$ cat config.mk
export PLATFORM = sky130hd
export DESIGN_NAME = adc_trig_seq
export DESIGN_NICKNAME = d
export VERILOG_FILES = /design/src/rtl/adc_trig_pkg.sv /design/src/rtl/adc_trig_dp.sv /design/src/rtl/adc_trig_ctrl.sv /design/src/rtl/adc_trig_seq.sv
export SDC_FILE = /design/constraint.sdc
export NUM_CORES = 1
export LEC_CHECK = 0
export ABC_AREA = 1
export CAP_MARGIN = 20
export CORE_AREA = 2 2 39 41
export DETAILED_ROUTE_END_ITERATION = 7
export DIE_AREA = 0 0 41 43
export GPL_TIMING_DRIVEN = 0
export PLACE_DENSITY_LB_ADDON = 0.12
export SYNTH_ARGS = -nofsm -noshare
export SYNTH_HDL_FRONTEND = slang
export SYNTH_HIERARCHICAL = 1
export SYNTH_SLANG_ARGS = --single-unit
$ cat constraint.sdc
create_clock -name clk -period 1.2 [get_ports clk]
set_input_delay 0.12 -clock clk [delete_from_list [all_inputs] [get_ports clk]]
set_output_delay 0.12 -clock clk [all_outputs]
set_load 0.1 [all_outputs]
$ cat src/rtl/adc_trig_pkg.sv
package adc_trig_pkg;

  typedef enum logic [1:0] {
    ST_IDLE  = 2'd0,
    ST_ARMED = 2'd1,
    ST_BUSY  = 2'd2
  } seqState_e;

  typedef enum logic [1:0] {
    MODE_ONCE  = 2'd0,
    MODE_CONT  = 2'd1,
    MODE_EDGE  = 2'd2,
    MODE_LEVEL = 2'd3
  } trigMode_e;

  // Strobes from control to the trigger datapath
  typedef struct packed {
    logic ovrWindow;   // an edge seen now would be lost
    logic activeHigh;  // qualifying polarity
  } ctrlStrobes_t;

endpackage

$ cat src/rtl/adc_trig_dp.sv
module adc_trig_dp
  import adc_trig_pkg::*;
#(
  parameter int SYNC_STAGES = 2
) (
  input  logic         clk,
  input  logic         rstN,
  input  logic         extTrig,
  input  logic         ovrClr,
  input  ctrlStrobes_t strb,
  output logic         edgeHit,
  output logic         levelActive,
  output logic         trigOverrun
);

  logic [SYNC_STAGES-1:0] syncQ;
  logic trigSync;
  logic trigPrev;
  logic riseSeen;
  logic fallSeen;

  generate
    if (SYNC_STAGES == 1) begin : g_single
      always_ff @(posedge clk or negedge rstN) begin
        if (!rstN) syncQ <= '0;
        else       syncQ <= extTrig;
      end
    end else begin : g_chain
      always_ff @(posedge clk or negedge rstN) begin
        if (!rstN) syncQ <= '0;
        else       syncQ <= {syncQ[SYNC_STAGES-2:0], extTrig};
      end
    end
  endgenerate

  assign trigSync = syncQ[SYNC_STAGES-1];

  always_ff @(posedge clk or negedge rstN) begin
    if (!rstN) trigPrev <= 1'b0;
    else       trigPrev <= trigSync;
  end

  assign riseSeen    = trigSync & ~trigPrev;
  assign fallSeen    = ~trigSync & trigPrev;
  assign edgeHit     = strb.activeHigh ? riseSeen : fallSeen;
  assign levelActive = (trigSync == strb.activeHigh);

  // Set has priority over clear
  always_ff @(posedge clk or negedge rstN) begin
    if (!rstN)                          trigOverrun <= 1'b0;
    else if (strb.ovrWindow && edgeHit) trigOverrun <= 1'b1;
    else if (ovrClr)                    trigOverrun <= 1'b0;
  end

endmodule

$ cat src/rtl/adc_trig_ctrl.sv
module adc_trig_ctrl
  import adc_trig_pkg::*;
(
  input  logic         clk,
  input  logic         rstN,
  input  logic         levelMode,
  input  logic         trigPolarity,
  input  logic         trigEnable,
  input  logic         scanMode,
  input  logic         startWr,
  input  logic         seqDone,
  input  logic         edgeHit,
  input  logic         levelActive,
  output logic         seqStart,
  output ctrlStrobes_t strb
);

  seqState_e state, stateNext;
  trigMode_e mode;
  logic      trigHit;

  always_comb begin
    if (!trigEnable) mode = scanMode ? MODE_CONT : MODE_ONCE;
    else             mode = levelMode ? MODE_LEVEL : MODE_EDGE;
  end

  assign trigHit = (mode == MODE_LEVEL) ? levelActive : edgeHit;

  always_comb begin
    stateNext      = state;
    seqStart       = 1'b0;
    strb.ovrWindow = 1'b0;
    strb.activeHigh = trigPolarity;
    if (startWr) begin
      if (!trigEnable) begin
        seqStart  = 1'b1;
        stateNext = ST_BUSY;
      end else begin
        stateNext = ST_ARMED;
      end
    end else begin
      unique case (state)
        ST_ARMED: begin
          if (trigEnable && trigHit) begin
            seqStart  = 1'b1;
            stateNext = ST_BUSY;
          end
        end
        ST_BUSY: begin
          if (seqDone) begin
            unique case (mode)
              MODE_ONCE: stateNext = ST_IDLE;
              MODE_CONT: seqStart  = 1'b1;
              default: begin
                if (trigHit) seqStart  = 1'b1;
                else         stateNext = ST_ARMED;
              end
            endcase
          end else if (mode == MODE_EDGE) begin
            strb.ovrWindow = 1'b1;
          end
        end
        default: ;
      endcase
    end
  end

  always_ff @(posedge clk or negedge rstN) begin
    if (!rstN) state <= ST_IDLE;
    else       state <= stateNext;
  end

endmodule

$ cat src/rtl/adc_trig_seq.sv
module adc_trig_seq
  import adc_trig_pkg::*;
#(
  parameter int SYNC_STAGES = 2
) (
  input  logic clk,
  input  logic rstN,
  input  logic levelMode,
  input  logic trigPolarity,
  input  logic trigEnable,
  input  logic scanMode,
  input  logic extTrig,
  input  logic startWr,
  input  logic seqDone,
  input  logic ovrClr,
  output logic seqStart,
  output logic trigOverrun
);

  ctrlStrobes_t ctlStrb;
  logic edgeHit;
  logic levelActive;

  adc_trig_ctrl u_ctrl (
    .clk(clk), .rstN(rstN),
    .levelMode(levelMode), .trigPolarity(trigPolarity),
    .trigEnable(trigEnable), .scanMode(scanMode),
    .startWr(startWr), .seqDone(seqDone),
    .edgeHit(edgeHit), .levelActive(levelActive),
    .seqStart(seqStart), .strb(ctlStrb)
  );

  adc_trig_dp #(.SYNC_STAGES(SYNC_STAGES)) u_dp (
    .clk(clk), .rstN(rstN),
    .extTrig(extTrig), .ovrClr(ovrClr), .strb(ctlStrb),
    .edgeHit(edgeHit), .levelActive(levelActive),
    .trigOverrun(trigOverrun)
  );

endmodule

* Yosys cells after proc, flatten, opt, wreduce, memory -nomap -nowiden
Index checks and enable logic that the tools add are counted.
W data, S select, Z words.
** Storage, ports and cells
- Register bits after elaboration :: 6
- Latch bits :: 0
- RAM bits :: 0
- Memory bits (read-only) :: 0
- Bits of input ports :: 10
- Output and inout port bits :: 2
- Logic and storage cells :: 49
- Memories :: 0
** Operators by class
- Add/sub/neg operators :: 0
- $mul :: 0
- Div/mod/pow operators :: 0
- Order comparisons :: 0
- Equal/unequal tests :: 10
- Shift-type cells :: 0
- Mux-type cells :: 25
- Bitwise operators :: 4
- Reduce and logical (&&, ||, !) cells :: 6
** Operator list (count)
- $mux W1 :: 15
- $mux W2 :: 6
- $pmux W2 S2 :: 2
- $eq A2 B2 Y1 const B :: 3
- $ne A3 B3 Y1 const B :: 2
- $reduce_and A5 Y1 :: 1
- $eq A2 B1 Y1 const B :: 2
- $ne A4 B4 Y1 const B :: 1
- $pmux W1 S2 :: 2
- $ne A3 B2 Y1 const B :: 1
- $reduce_bool A3 Y1 :: 1
- $and A1 B1 Y1 :: 2
- $logic_and A1 B1 Y1 :: 2
- $logic_not A2 Y1 :: 1
- $not A1 Y1 :: 2
- $reduce_bool A2 Y1 :: 1
- $eq A1 B1 Y1 :: 1

* Logic depth before layout (Yosys ltp)
- Depth in word-level cells :: 9
- Gate-level depth with buffers :: 12
- Depth with buffers taken out :: 11

* Cells and area by module
Netlist, hierarchy kept.
** By module, submodules not included
- adc_trig_ctrl :: instances 1, cells each 45, area an instance 275.3 µm², seq. area each 50.0 µm²
- adc_trig_dp :: instances 1, cells each 16, area an instance 153.9 µm², seq. area each 100.1 µm²

* Worst setup path after synthesis
OpenSTA, ideal clock, no wires.
- Path type :: flip-flop to output port
- Start :: register u_ctrl.state[0]
- End :: output port seqStart
- Arrival :: 3037 ps
- Required time :: 1080 ps
- Slack :: -1957 ps
- Stages on the path, launching flop included :: 5
- Buffers on the path :: 0
- Path through :: dfrtp_1 > inv_1 > ha_1 > or2_2 > o21ai_0
** On the way
- Longest elaborated chain between the ends :: 3
- Elaborated cells on any way between the ends :: 4
- Classes of those cells :: eq/ne (2); mux (2)
** Ends and longest elaborated chain
- start, declared :: line adc_trig_ctrl.sv:18 : seqState_e state, stateNext;
- start signal, assigned :: line adc_trig_ctrl.sv:70 : else state <= stateNext;
- $eq A2 B2 Y1 / $eq A2 B1 Y1 (equally long branches) :: line adc_trig_ctrl.sv:42 : unique case (state)
- $pmux W1 S2 * :: line adc_trig_ctrl.sv:42
- $mux W1 * :: line adc_trig_ctrl.sv:34 : if (startWr) begin
- end, declared :: line adc_trig_seq.sv:16 : output logic seqStart,
Every way passes the cells marked *; elsewhere a longest branch is shown, timed or not.

* Worst setup path after layout
Same ends and word-level chain as after synthesis.

==> metrics <==
core box area=0.00138 sq mm; vias post-DR=between 400 and 500; Mean Syn Cell Area=7.04 sq um; DP Area=~560 sq um; Slew Limit Fails=0; First DRT Iteration DRCs=4; total routing resource utilization after global routing=0.111; reg2reg setup slack=-0.18 ns; number of sinks handled by clock tree synthesis=6; DRC Markers=0; worst min-delay path category=input port to async pin; worst setup slack after placement=-1.20 ns; clock slew at reported path FFs=approximately 0.040 ns; commonest non-fill, non-tap cells in the layout=nand2_1 (13), inv_1 (11), clkdlybuf4s50_1 (8), buf_4 (6), dfrtp_1 (6); number of I/O port buffers=10; total clock buffers created by CTS=3; count of endpoints failing hold in the final timing report=0; Crit path required time=1.08 ns; PwrDens=1400 mW/mm^2; routability-driven placement congestion ratio=0.683; worst reg2reg path startpoint=u_dp/syncQ[1]; Final setup violation count=3; count of cell types in the netlist=17; maximum fanout along the worst path=2; post-synthesis to final-layout area growth=50.1%; nature of the critical path endpoint=primary output; number of antenna violations at the first check in global routing=0; maximum clock rate=589 MHz; switching part of the total power=0.387; proportion of power drawn by the clock network=0.196; TritonCTS clock tree=done; number of cells traversed by the worst register-to-register path=12; portion of the post-synthesis area used by sequential elements=0.350; master cell of the clock root buffer=clkbuf_4; clock tree skew after final layout=around 0.002 ns; violated checks=negative setup slack; clock buffer depth=2; Critical R2R Capture=u_ctrl/state[0]; post-synth net total=73; combinational cell fraction of total power=0.508; leakage=0.336 nW; drt pass-1 iters=4; Cells after DPL=87; largest net degree at the start of global routing=7; worst supply voltage drop on vdd=0.642 mV; type of the worst setup path=flip-flop to primary output; deepest level of the CTS H-tree=1; Yosys Warn Count=6; final instance count without filler cells=95; die span in y=43 um; final core occ=0.466; Congestion Overflow GR=0; slack of the critical path=-0.498 ns; Worst Max-Slew Pin Slew=about 0.48 ns; Int Power=554 uW; routed wire length=786 um; IO Count=12; leading cell type in the layout, fill and taps excluded=nand2_1; outcome=finished, violations left; per-cell routed wire length=a little over 8 um; Vias per Instance=4.24; final cycle utilization of the critical path=1.41; Cells after Synth=61; kind of start point of the critical path=flip-flop; clock insertion delay at the later pin of the skew report=0.24 ns; portion of total power attributed to sequential cells=0.296; area of the die=0.00176 sq mm; flops & latches, synth=6; global-route wire length before repair=around 1.3 mm; initial standard-cell utilization of the core=0.310; net switching power of the design=between 300 and 400 uW; cell area after layout=~640 sq um; Core Rows=14; number of nets with antenna violations after routing=0; hold_ws=~0.12 ns; vias in the first global route=365; Horiz. Die Dim=41 um; worst max-slew margin expressed relative to the limit=0.679; Post-layout nets=93; Max-cap violations=0; post-layout min period=1.70 ns; detailed-placement wirelength estimate=614 um; share of cells above drive strength 1=0.342; data arrival time of the critical path=between 1.5 and 2 ns; setup repair after global routing missed its margin=yes; Antenna Cells=0; total standard cell area after synthesis=429 sq um
-- synth_stat cells (all sizes together) --
| cell | count | area [sq um] |
|---|---|---|
| o21a | 1 | 7.51 |
| dfrtp | 6 | 150 |
| nor2 | 8 | 32.5 |
| inv | 12 | 45.0 |
| buf | 1 | 7.51 |
| or2 | 1 | 6.26 |
| a21oi | 2 | 10.0 |
| nand3 | 4 | 35.0 |
| ha | 2 | 25.0 |
| nor3 | 1 | 5.00 |
| nand2 | 18 | 77.6 |
| o21ai | 3 | 15.0 |
| nand4 | 2 | 12.5 |
-- through the flow --
stage / TNS, ns / total power, mW
2_1_floorplan: -0.438 / 0.562
3_3_place_gp: -1.90 / 0.654
3_5_place_dp: -1.86 / 0.661
4_1_cts: -0.906 / 0.910
5_1_grt: -1.28 / 0.996
6_report: -0.857 / 0.904
-- routing by layer --
layer	wire, um	GRT usage	share of wire	vias to the layer above
met3	36	0.0314	0.046	0
met2	351	0.144	0.45	6
met1	398	0.151	0.51	172
li1	-	-	-	225
met4	0	0.0800	0	0
met5	0	0	0	-
-- how the worst max path moves through the flow --
| stage | endpoint | startpoint | slack, ns | cells after the start |
|---|---|---|---|---|
| 2_1_floorplan | seqStart | u_ctrl/state[0] | -0.44 | 4 |
| 3_3_place_gp | seqStart | u_dp/syncQ[1] | -1.21 | 10 |
| 3_5_place_dp | seqStart | u_dp/syncQ[1] | -1.20 | 10 |
| 4_1_cts | seqStart | u_dp/syncQ[1] | -0.51 | 10 |
| 5_1_grt | seqStart | u_dp/syncQ[1] | -0.61 | 10 |
| 6_report | seqStart | u_ctrl/state[0] | -0.50 | 5 |
-- power groups by stage --
stage | Combinational [mW] | Clock, mW | Sequential [mW]
6_report | 0.459 | 0.177 | 0.267
3_5_place_dp | 0.388 | 0 | 0.273
2_1_floorplan | 0.287 | 0 | 0.276
5_1_grt | 0.524 | 0.198 | 0.274
3_3_place_gp | 0.381 | 0 | 0.272
4_1_cts | 0.453 | 0.190 | 0.266
-- kinds of logic (layout without fill, tap and decap cells) --
family,after synthesis,after routing,share of synthesized area
buffers and inverters,13,31,0.122
and+or+nand+nor,34,34,0.394
adders and majority gates,2,2,0.0583
AOI/OAI and AO/OA,6,6,0.0758
DFF,6,6,0.350
-- area by class of cell --
type                    count  area [sq um]
clock buffers               3          22.5
flip-flops and latches      6           150
inverters                  12          45.0
plain buffers               1          7.51
fillers                   149           739
well taps                  16          20.0
repair buffers             15           143
multi-input cells          42           256
-- flip-flops by register name, indices dropped and copies added, names as in the netlist --
name	cells
u_ctrl/state	2
u_dp/syncQ	2
u_dp/trigOverrun	1
u_dp/trigPrev	1
-- what timing repair did --
item	CTS	global route
setup endpoints to repair	5	4
resized for setup	19	1
hold buffers	0	0
pin swaps	2	2
setup buffers	4	1
-- critical path, cell delays in order (launching register included) --
cell and delay [ns]:
dfrtp_1 0.37, inv_1 0.06, ha_2 0.26, or2_2 0.30
o21ai_4 0.17, buf_12 0.19
Note: power is estimated with default switching activity, not from simulation.
